--- src/rtl/bmg_pkg.sv ---
package bmg_pkg;

    typedef enum logic [1:0] {
        ST_OPEN  = 2'd0,
        ST_HOLD  = 2'd1,
        ST_DRAIN = 2'd2
    } gate_state_e;

    typedef enum logic [1:0] {
        SRC_NONE   = 2'd0,
        SRC_ISO    = 2'd1,
        SRC_QUEUE  = 2'd2,
        SRC_DIRECT = 2'd3
    } up_src_e;

endpackage

--- src/rtl/bmg_hold_fifo.sv ---
module bmg_hold_fifo #(
    parameter int DW    = 32,
    parameter int DEPTH = 4
) (
    input  logic                          clk,
    input  logic                          rst_n,
    input  logic                          push,
    input  logic [DW-1:0]                 push_data,
    input  logic                          pop,
    output logic [DW-1:0]                 head_data,
    output logic [$clog2(DEPTH+1)-1:0]    count,
    output logic                          empty,
    output logic                          full
);
    localparam int AW = (DEPTH > 1) ? $clog2(DEPTH) : 1;
    localparam int CW = $clog2(DEPTH+1);
    localparam logic [AW-1:0] LAST = AW'(DEPTH - 1);

    logic [DW-1:0] store [DEPTH];
    logic [AW-1:0] wr_ptr, rd_ptr;
    logic          do_push, do_pop;

    assign do_push = push && !full;
    assign do_pop  = pop && !empty;

    always_ff @(posedge clk) begin
        if (do_push) begin
            store[wr_ptr] <= push_data;
        end
    end

    always_ff @(posedge clk or negedge rst_n) begin
        if (!rst_n) begin
            wr_ptr <= '0;
            rd_ptr <= '0;
            count  <= '0;
        end else begin
            if (do_push) begin
                wr_ptr <= (wr_ptr == LAST) ? '0 : wr_ptr + AW'(1);
            end
            if (do_pop) begin
                rd_ptr <= (rd_ptr == LAST) ? '0 : rd_ptr + AW'(1);
            end
            unique case ({do_push, do_pop})
                2'b10:   count <= count + CW'(1);
                2'b01:   count <= count - CW'(1);
                default: count <= count;
            endcase
        end
    end

    assign head_data = store[rd_ptr];
    assign empty     = (count == '0);
    assign full      = (count == CW'(DEPTH));

endmodule

--- src/rtl/bmg_ctrl_fsm.sv ---
module bmg_ctrl_fsm
    import bmg_pkg::*;
(
    input  logic        clk,
    input  logic        rst_n,
    input  logic        sleep_go,
    input  logic        wake_ack,
    input  logic        q_empty,
    input  logic        q_last,
    input  logic        q_push,
    input  logic        q_pop,
    output gate_state_e state,
    output logic        blocking,
    output logic        queued_path
);
    gate_state_e state_nx;

    // state register
    always_ff @(posedge clk or negedge rst_n) begin
        if (!rst_n) begin
            state <= ST_OPEN;
        end else begin
            state <= state_nx;
        end
    end

    // transitions
    always_comb begin
        state_nx = state;
        unique case (state)
            ST_OPEN: begin
                if (sleep_go) state_nx = ST_HOLD;
            end
            ST_HOLD: begin
                if (sleep_go) begin
                    state_nx = ST_HOLD;
                end else if (wake_ack) begin
                    state_nx = (q_empty && !q_push) ? ST_OPEN : ST_DRAIN;
                end
            end
            ST_DRAIN: begin
                if (sleep_go) begin
                    state_nx = ST_HOLD;
                end else if (q_empty || (q_pop && q_last && !q_push)) begin
                    state_nx = ST_OPEN;
                end
            end
            default: state_nx = ST_OPEN;
        endcase
    end

    // outputs
    always_comb begin
        blocking    = 1'b0;
        queued_path = 1'b0;
        unique case (state)
            ST_OPEN: begin
                blocking    = sleep_go;
                queued_path = sleep_go;
            end
            ST_HOLD: begin
                blocking    = 1'b1;
                queued_path = 1'b1;
            end
            ST_DRAIN: begin
                blocking    = sleep_go;
                queued_path = 1'b1;
            end
            default: begin
                blocking    = 1'b0;
                queued_path = 1'b0;
            end
        endcase
    end

endmodule

--- src/rtl/bmg_arb_scratch.sv ---
module bmg_arb_scratch #(
    parameter int REG_W = 8
) (
    input  logic             clk,
    input  logic             rst_n,
    input  logic             we,
    input  logic [REG_W-1:0] wdata,
    output logic [REG_W-1:0] rdata
);
    logic arb_off_q;
    logic unused_upper;

    assign unused_upper = ^wdata[REG_W-1:1];

    always_ff @(posedge clk or negedge rst_n) begin
        if (!rst_n) begin
            arb_off_q <= 1'b0;
        end else if (we) begin
            arb_off_q <= wdata[0];
        end
    end

    assign rdata = {{(REG_W-1){1'b0}}, arb_off_q};

endmodule

--- src/rtl/bmg_hold_gate.sv ---
module bmg_hold_gate
    import bmg_pkg::*;
#(
    parameter int DATA_W     = 32,
    parameter int HOLD_DEPTH = 4
) (
    input  logic              clk,
    input  logic              rst_n,
    input  logic              sleep_go_i,
    input  logic              wake_ack_i,
    input  logic              cfg_we_i,
    input  logic [7:0]        cfg_wdata_i,
    output logic [7:0]        cfg_rdata_o,
    input  logic              req_valid_i,
    input  logic              req_isoch_i,
    input  logic [DATA_W-1:0] req_data_i,
    output logic              req_ready_o,
    output logic              up_valid_o,
    output logic              up_isoch_o,
    output logic [DATA_W-1:0] up_data_o,
    input  logic              up_ready_i,
    output logic              block_o
);
    localparam int CW = $clog2(HOLD_DEPTH+1);

    gate_state_e       st;
    up_src_e           src;
    logic              blocking, queued_path;
    logic              iso_req, nis_req;
    logic              q_push, q_pop, q_empty, q_full, q_last;
    logic [CW-1:0]     q_count;
    logic [DATA_W-1:0] q_head;

    assign iso_req = req_valid_i && req_isoch_i;
    assign nis_req = req_valid_i && !req_isoch_i;

    bmg_arb_scratch #(.REG_W(8)) u_scratch (
        .clk   (clk),
        .rst_n (rst_n),
        .we    (cfg_we_i),
        .wdata (cfg_wdata_i),
        .rdata (cfg_rdata_o)
    );

    bmg_ctrl_fsm u_fsm (
        .clk         (clk),
        .rst_n       (rst_n),
        .sleep_go    (sleep_go_i),
        .wake_ack    (wake_ack_i),
        .q_empty     (q_empty),
        .q_last      (q_last),
        .q_push      (q_push),
        .q_pop       (q_pop),
        .state       (st),
        .blocking    (blocking),
        .queued_path (queued_path)
    );

    bmg_hold_fifo #(.DW(DATA_W), .DEPTH(HOLD_DEPTH)) u_fifo (
        .clk       (clk),
        .rst_n     (rst_n),
        .push      (q_push),
        .push_data (req_data_i),
        .pop       (q_pop),
        .head_data (q_head),
        .count     (q_count),
        .empty     (q_empty),
        .full      (q_full)
    );

    assign q_last = (q_count == CW'(1));

    // upstream source selection: isochronous first, then queue head, then direct
    always_comb begin
        if (iso_req) begin
            src = SRC_ISO;
        end else if (!blocking && (st == ST_DRAIN) && !q_empty) begin
            src = SRC_QUEUE;
        end else if (nis_req && !queued_path) begin
            src = SRC_DIRECT;
        end else begin
            src = SRC_NONE;
        end
    end

    always_comb begin
        up_valid_o = 1'b0;
        up_isoch_o = 1'b0;
        up_data_o  = '0;
        unique case (src)
            SRC_ISO: begin
                up_valid_o = 1'b1;
                up_isoch_o = 1'b1;
                up_data_o  = req_data_i;
            end
            SRC_QUEUE: begin
                up_valid_o = 1'b1;
                up_data_o  = q_head;
            end
            SRC_DIRECT: begin
                up_valid_o = 1'b1;
                up_data_o  = req_data_i;
            end
            default: begin
                up_valid_o = 1'b0;
            end
        endcase
    end

    assign q_push = nis_req && queued_path && !q_full;
    assign q_pop  = (src == SRC_QUEUE) && up_ready_i;

    always_comb begin
        if (req_isoch_i) begin
            req_ready_o = up_ready_i;
        end else if (queued_path) begin
            req_ready_o = !q_full;
        end else begin
            req_ready_o = up_ready_i;
        end
    end

    assign block_o = blocking;

endmodule

--- config.mk ---
export PLATFORM = sky130hd
export DESIGN_NAME = bmg_hold_gate
export DESIGN_NICKNAME = d
export VERILOG_FILES = /design/src/rtl/bmg_pkg.sv /design/src/rtl/bmg_hold_fifo.sv /design/src/rtl/bmg_ctrl_fsm.sv /design/src/rtl/bmg_arb_scratch.sv /design/src/rtl/bmg_hold_gate.sv
export SDC_FILE = /design/constraint.sdc
export NUM_CORES = 1
export LEC_CHECK = 0
export BUFFER_PORTS_ARGS = -buffer_cell sky130_fd_sc_hd__buf_2
export CORE_MARGIN = 4
export CORE_UTILIZATION = 51
export DETAILED_ROUTE_END_ITERATION = 8
export GPL_ROUTABILITY_DRIVEN = 0
export HOLD_SLACK_MARGIN = 0.06
export PLACE_DENSITY = 0.74
export SYNTH_ARGS = -nofsm -noshare
export SYNTH_HDL_FRONTEND = slang
export SYNTH_HIERARCHICAL = 1
export SYNTH_SLANG_ARGS = --single-unit
--- constraint.sdc ---
create_clock -name clk -period 2.7 [get_ports clk]
set_input_delay 0.405 -clock clk [delete_from_list [all_inputs] [get_ports clk]]
set_output_delay 0.405 -clock clk [all_outputs]
set_load 0.02 [all_outputs]
==> results of run 1 <==
==> per-stage QoR <==
stage | util | std cells | worst slack [ns] | TNS [ns] | hold slack [ns]
4_1_cts | 0.6421 | 545 | -0.01468 | -0.04349 | 0.2086
3_5_place_dp | 0.5878 | 511 | 0.03426 | 0 | 0.2859
3_3_place_gp | 0.5878 | 511 | 0.1738 | 0 | 0.2793
6_report | 0.6687 | 553 | 0.09725 | 0 | 0.2285
2_1_floorplan | - | 300 | 0.1017 | 0 | 0.1094
5_1_grt | 0.6685 | 552 | -0.03803 | -0.4272 | 0.2168
==> final timing paths <==
check / start / to
setup / recovery: u_fsm/state[1]$_DFFE_PN0P_ / up_data_o[23]
hold / removal: req_data_i[21] / u_fifo/store[3][21]$_DFFE_PP_
setup reg to reg: u_fsm/state[1]$_DFFE_PN0P_ / u_fifo/count[2]$_DFFE_PN0P_
hold reg to reg: u_scratch/arb_off_q$_DFFE_PN0P_ / u_scratch/arb_off_q$_DFFE_PN0P_
max in group asynchronous: rst_n / u_fifo/rd_ptr[1]$_DFFE_PN0P_
min in group asynchronous: rst_n / u_fifo/count[1]$_DFFE_PN0P_
==> timing repair <==
action	4_1_cts	5_1_grt
gates cloned	0	3
setup endpoints to repair	32	34
hold endpoints to repair	10	0
hold buffers	1	0
setup buffers	2	4
pin swaps	0	8
resized for setup	3	59
==> critical path: cells and delay by family, from the launching register on <==
family          cells  cell delay (ns)
flops               1             0.42
simple gates        2             0.20
buf+inv             4             0.50
fa+ha+maj           1             0.24
compound gates      3             0.42
==> layout make-up <==
| class | count | area (um^2) |
|---|---|---|
| Sequential cell | 138 | 4096 |
| Fill cell | 724 | 3638 |
| Multi-Input combinational cell | 126 | 1588 |
| Timing Repair Buffer | 104 | 875.8 |
| Clock buffer | 18 | 429.2 |
| Tap cell | 140 | 175.2 |
| Clock inverter | 13 | 128.9 |
| Inverter | 13 | 48.80 |
| Antenna cell | 1 | 2.502 |
==> metal layers <==
| metal | vias to the layer above | global-route usage | share of wire |
|---|---|---|---|
| li1 | 1398 | - | - |
| met1 | 1647 | 0.2229 | 0.42 |
| met2 | 92 | 0.3027 | 0.51 |
| met3 | 14 | 0.05579 | 0.055 |
| met4 | 0 | 0.05477 | 0.011 |
| met5 | - | 0 | 0 |
==> cell usage in the layout, fill, tap and decap left out, types with 5 or more instances in the layout <==
cell and count:
buf_2 51, clkbuf_16 19, mux4_2 32, inv_1 11
buf_12 7, conb_1 7, buf_4 18, clkinv_2 5
ha_1 9, edfxtp_1 128, dfrtp_1 8, buf_6 24
a22o_1 32
==> cells by family after synthesis <==
group,after synthesis
DFF,138
muxes,40
AOI/OAI and AO/OA,39
buffers and inverters,36
and+or+nand+nor,26
adders and majority gates,11
xor gates and xnor gates,3
other,1
==> flip-flops by register name (all words and copies together), names as in the netlist <==
register	cells
u_fsm/state	2
u_fifo/store	128
u_scratch/arb_off_q	1
u_fifo/rd_ptr	2
u_fifo/count	3
u_fifo/wr_ptr	2
==> power by group <==
part	internal (mW)	total (mW)	switching (mW)
sequential	2.61	2.73	0.113
combinational	1.21	2.37	1.16
clock	1.34	2.17	0.829
total	5.16	7.26	2.10
==> metrics.yaml, run 1 <==
cp_cell_sequence: "inv_2 -> ha_4 -> a21oi_2 -> nor2_2 -> nand2b_4 -> o21ai_4 -> buf_12 -> clkbuf_16 -> a22o_1 -> buf_6"
hold_path.class: "input pin to register"
numCtsBuffers: 17
setup_viol: 0
maxCapViolCount: 0
synth_top_area_frac: 0.6605
synth_edf_count: 128
drtPass1Iterations: 4
grt_overflow: 0
fin_crit_ns: 2.603
port_buffers: 77
synthArstFlopShare: 0.07246
status: "finished clean"
min_period_over_period: 0.9640
cts_root_buffer: "clkbuf_16"
criticalPathCategory: "register to output port"
worstPathArrival_ns: 2.20
die_w_um: 114.8
cts.sinks: 138
wl_per_cell_um: 20.57
insertion_delay_ns: 0.41
ys_warn_count: 6
synth_top_family_by_area: "multiplexers"
htreeDepth: 4
synth-main-ff-cell: "edfxtp_1"
clockBufferDepth: 2
p_per_area_mw_per_mm2: 989.1
pin_count: 92
netlist_top_cells_area: "edfxtp_1 66%, mux4_2 12%, a22o_1 4.8%, dfrtp_1 4.3%, ha_1 2.2%"
crit_path_top_delay_cell: "dfrtp_1"
grt_use_total: 0.1788
tritoncts: "built"
synth_area_per_cell_um2: 19.79
drc: 0
grt_pass1_wl_mm: 17.33
placementRows: 38
cp.required_ns: 2.30
max_stage_delay_ns: 0.42
viasPerCell: 5.698
post-synth-top-count-cell: "edfxtp_1"
dp_hpwl_mm: 6.703
dieHeight_um: 114.8
rsz0062_at_grt: "true"
min_path_cells: 1
synth_area_mm2: 0.005819
netlist_instances: 294
start_kind: "register"
fin_skew_ns: 0.007559
slew_viol_final: 0
cp_max_fo: 6
synth_compound_area_frac: 0.05741
p_leak_nw: 2.763
layout.nets: 459
antenna_found_initial: 1
synth_xor_area_frac: 0.004515
hold_violations: 0
power_mw: 7.265
layout-drive-gt1-share: 0.4612
drtAntennaViolNets: 0
ys_types: 37
reg2reg_depth: 14
synth-simple-area-share: 0.03204
vias: 3151
routed_wl_mm: 11.37
yosys-top-cells-count: "128 x edfxtp_1, 32 x a22o_1, 32 x mux4_2"
postPlaceCellArea_mm2: 0.006456
path_clk_slew_ns: 0.06
yosys.area.top_type: "edfxtp_1"
design_area_mm2: 0.007345
synth_seq_cells: 138
synth.area.mux_share: 0.1406
dieArea_mm2: 0.01318
ys_seq_area_frac: 0.7035
peakVddDrop_mv: 0.4499
fmax_ghz: 0.3842
cp-end-kind: "output port"
synthAdderAreaFrac: 0.02494
drt-initial-drc-count: 190
grt_max_degree: 35
start_util: 0.5298
ff2ff_setup_slack_ns: 0.23
syn_to_final_growth_pct: 26.21
coreArea_mm2: 0.01098
first_global_vias: 3286
Power figures use the tool's default switching activity.
==> run 2: changes to the inputs <==
ABC_AREA = 1   (was unset)
CORE_UTILIZATION = 52   (was 51)
==> run 2 against run 1 <==
Die area increased by 8.9%. Hold slack got worse by 0.035 ns. Fmax decreased by 0.57%. Via count increased by 52%. Register-to-register slack about the same. Synthesized cell count increased by 110%. Flip-flop and latch count unchanged.
==> metrics.yaml, run 2 <==
antenna_cells: 0
vias: 4798
cts_root_buffer: "clkbuf_16"
synth-simple-area-share: 0.1741
hp-start: "cfg_wdata_i[0]"
clockBufferDepth: 2
placementRows: 40
synth_top_family_by_area: "simple AND/OR/NAND/NOR gates"
cp.required_ns: 2.30
synth.area.mux_share: 0
ys_types: 26
slew_viol_final: 0
p_leak_nw: 3.354
first_global_vias: 4705
reg2reg_to: "u_fifo/count[1]$_DFFE_PN0P_"
hold_violations: 0
highest_layer: "met4"
netlist_instances: 615
rr_startpoint: "u_fsm/state[0]$_DFFE_PN0P_"
htreeDepth: 4
max_stage_delay_ns: 0.41
port_buffers: 77
synthArstFlopShare: 0.07246
drtAntennaViolNets: 0
clock_power_share: 0.284
routed_wl_mm: 15.08
wl_met2_mm: 7.724
ys_seq_area_frac: 0.6296
insertion_delay_ns: 0.41
crit_end: "up_data_o[25]"
regMostFlops: "u_fifo/store"
cp_max_fo: 8
fin_ws_ns: 0.08237
layout-drive-gt1-share: 0.2218
p_per_area_mw_per_mm2: 1006
drc: 0
dieHeight_um: 119.8
numCtsBuffers: 17
synthAdderAreaFrac: 0.02232
dp_hpwl_mm: 8.675
fin_crit_ns: 2.618
hold_ws_ns: 0.1936
ys_warn_count: 6
status: "finished clean"
maxCapViolCount: 0
dp_worst_setup_slack_ns: 0.03610
rsz0062_at_grt: "false"
largest_register_ffs: 128
worstPathArrival_ns: 2.21
wl_met3_um: 931
power_mw: 8.025
pwr-share-comb: 0.369
synth-main-ff-cell: "edfxtp_1"
fin_skew_ns: 0.008377
antenna_found_initial: 0
drt-initial-drc-count: 412
synth_compound_area_frac: 0.07985
pin_count: 92
layout_common_cells: "158 x nand2_1, 128 x edfxtp_1, 90 x inv_1"
coreArea_mm2: 0.01211
seq_area_mm2: 0.004099
grt_use_total: 0.2133
drtPass1Iterations: 7
seqPwrFrac: 0.348
path_clk_slew_ns: 0.06
largestRegisters: "u_fifo/store (128), u_fifo/count (3)"
internal_power_mw: 5.125
power_switching_mw: 2.900
netlist_top_cells_area: "edfxtp_1 59%, nand2_1 9.2%, o211ai_1 7.4%, inv_1 5.3%, dfrtp_1 3.8%"
yosys-top-cells-count: "160 x nand2_1, 128 x edfxtp_1, 91 x inv_1"
synth_edf_count: 128
grt_pass1_wl_mm: 23.63
multi_input_area_mm2: 0.001891
cp-end-kind: "output port"
grt_overflow: 0
die_w_um: 119.8
crit_start: "u_fsm/state[0]$_DFFE_PN0P_"
fin_tns_setup_ns: 0
layout.nets: 763
syn_to_final_growth_pct: 22.69
crit_path_top_delay_cell: "dfrtp_2"
peakVddDrop_mv: 0.5305
design_area_mm2: 0.007978
dieArea_mm2: 0.01436
postPlaceCellArea_mm2: 0.007152
synth_area_mm2: 0.006502
final_common_cell: "nand2_1"
wl_per_cell_um: 17.04
synth_top_area_frac: 0.5911
cp_cell_sequence: "buf_4 -> ha_1 -> nor2_1 -> inv_1 -> nor2_4 -> nor2_4 -> buf_12 -> buf_12 -> nand3_1 -> nand2_2 -> buf_4"
start_util: 0.5369
yosys.area.top_type: "edfxtp_1"
min_period_over_period: 0.9695
start_kind: "register"
synth_area_per_cell_um2: 10.57
post-synth-top-count-cell: "nand2_1"
viasPerCell: 5.421
criticalPathCategory: "register to output port"
ff2ff_setup_slack_ns: 0.24
grt_max_degree: 70
fmax_ghz: 0.3820
fillers: 911
hold_path.class: "input pin to register"
reg2reg_depth: 12
cts.sinks: 138
met1_length_mm: 6.222
synth_xor_area_frac: 0.001347
p_sw_frac: 0.3614
setup_viol: 0
synth_seq_cells: 138
tritoncts: "built"
-- run 2: cell types whose count changed after synthesis, moves of 6 or more --
cell,previous run,this run
nand2_1,4,160
a22o_1,32,0
buf_2,7,32
o211ai_1,1,64
inv_1,13,91
nand3_1,0,42
mux4_2,32,0
nor2_1,4,10
nand4_1,0,33
-- run 2: cell type report --
cell class                 instances  share of cell area
sequential                       138              0.5138
tap                              168             0.02635
clock buffer                      18             0.05380
clock inverter                    14             0.01913
multi-input combinational        344              0.2370
timing repair buffer             108              0.1052
inverter                          95             0.04470
-- run 2: per-stage QoR --
step / util / cells
floorplan: - / 621
global placement: 0.5905 / 844
detailed placement: 0.5905 / 844
CTS: 0.6518 / 884
global route: 0.6587 / 885
finish: 0.6587 / 885
-- run 2: how the worst min path moves through the flow --
stage	endpoint	slack, ns	cells past startpoint
final	u_scratch/arb_off_q$_DFFE_PN0P_	0.19	3
after global routing	u_fifo/store[2][18]$_DFFE_PP_	0.21	1
after CTS	u_scratch/arb_off_q$_DFFE_PN0P_	0.17	3
after detailed placement	u_scratch/arb_off_q$_DFFE_PN0P_	0.29	1
after floorplan	u_fifo/count[0]$_DFFE_PN0P_	0.11	0
after global placement	u_scratch/arb_off_q$_DFFE_PN0P_	0.29	1
-- run 2: repair_timing --
action / in CTS / in global routing
endpoints found under the setup margin: 32 / 32
gates cloned: 1 / 0
hold buffers: 1 / 0
pin swaps: 2 / 3
endpoints found under the hold margin: 10 / 0
buffers inserted: 6 / 1
gates resized for setup: 19 / 22
-- run 2: power groups by stage --
| stage | clock network, mW | registers (mW) | logic [mW] |
|---|---|---|---|
| CTS | 2.31 | 2.84 | 2.76 |
| global placement | 0 | 2.87 | 2.46 |
| floorplan | 0 | 2.72 | 1.93 |
| finish | 2.28 | 2.79 | 2.96 |
| detailed placement | 0 | 2.89 | 2.57 |
| global route | 2.40 | 2.82 | 3.24 |
-- run 2: kinds of logic (layout without fill, tap and decap cells) --
group,Yosys count,in the layout
compound gates,71,71
xor+xnor,1,1
fa+ha+maj,11,11
buf+inv,139,235
flops,138,138
other cells,1,7
simple gates,254,254
-- run 2: worst max-delay path: cells and delay by family, from the launching register on --
family | cells | cell delay, ns
simple gates | 5 | 0.50
flops | 1 | 0.41
buf+inv | 5 | 0.67
fa+ha+maj | 1 | 0.21
-- run 2: layer usage --
layer / GRT usage / up-vias
met5: 0 / -
met4: 0.07516 / 0
met3: 0.04241 / 20
met2: 0.3633 / 180
met1: 0.2731 / 2321
li1: - / 2277
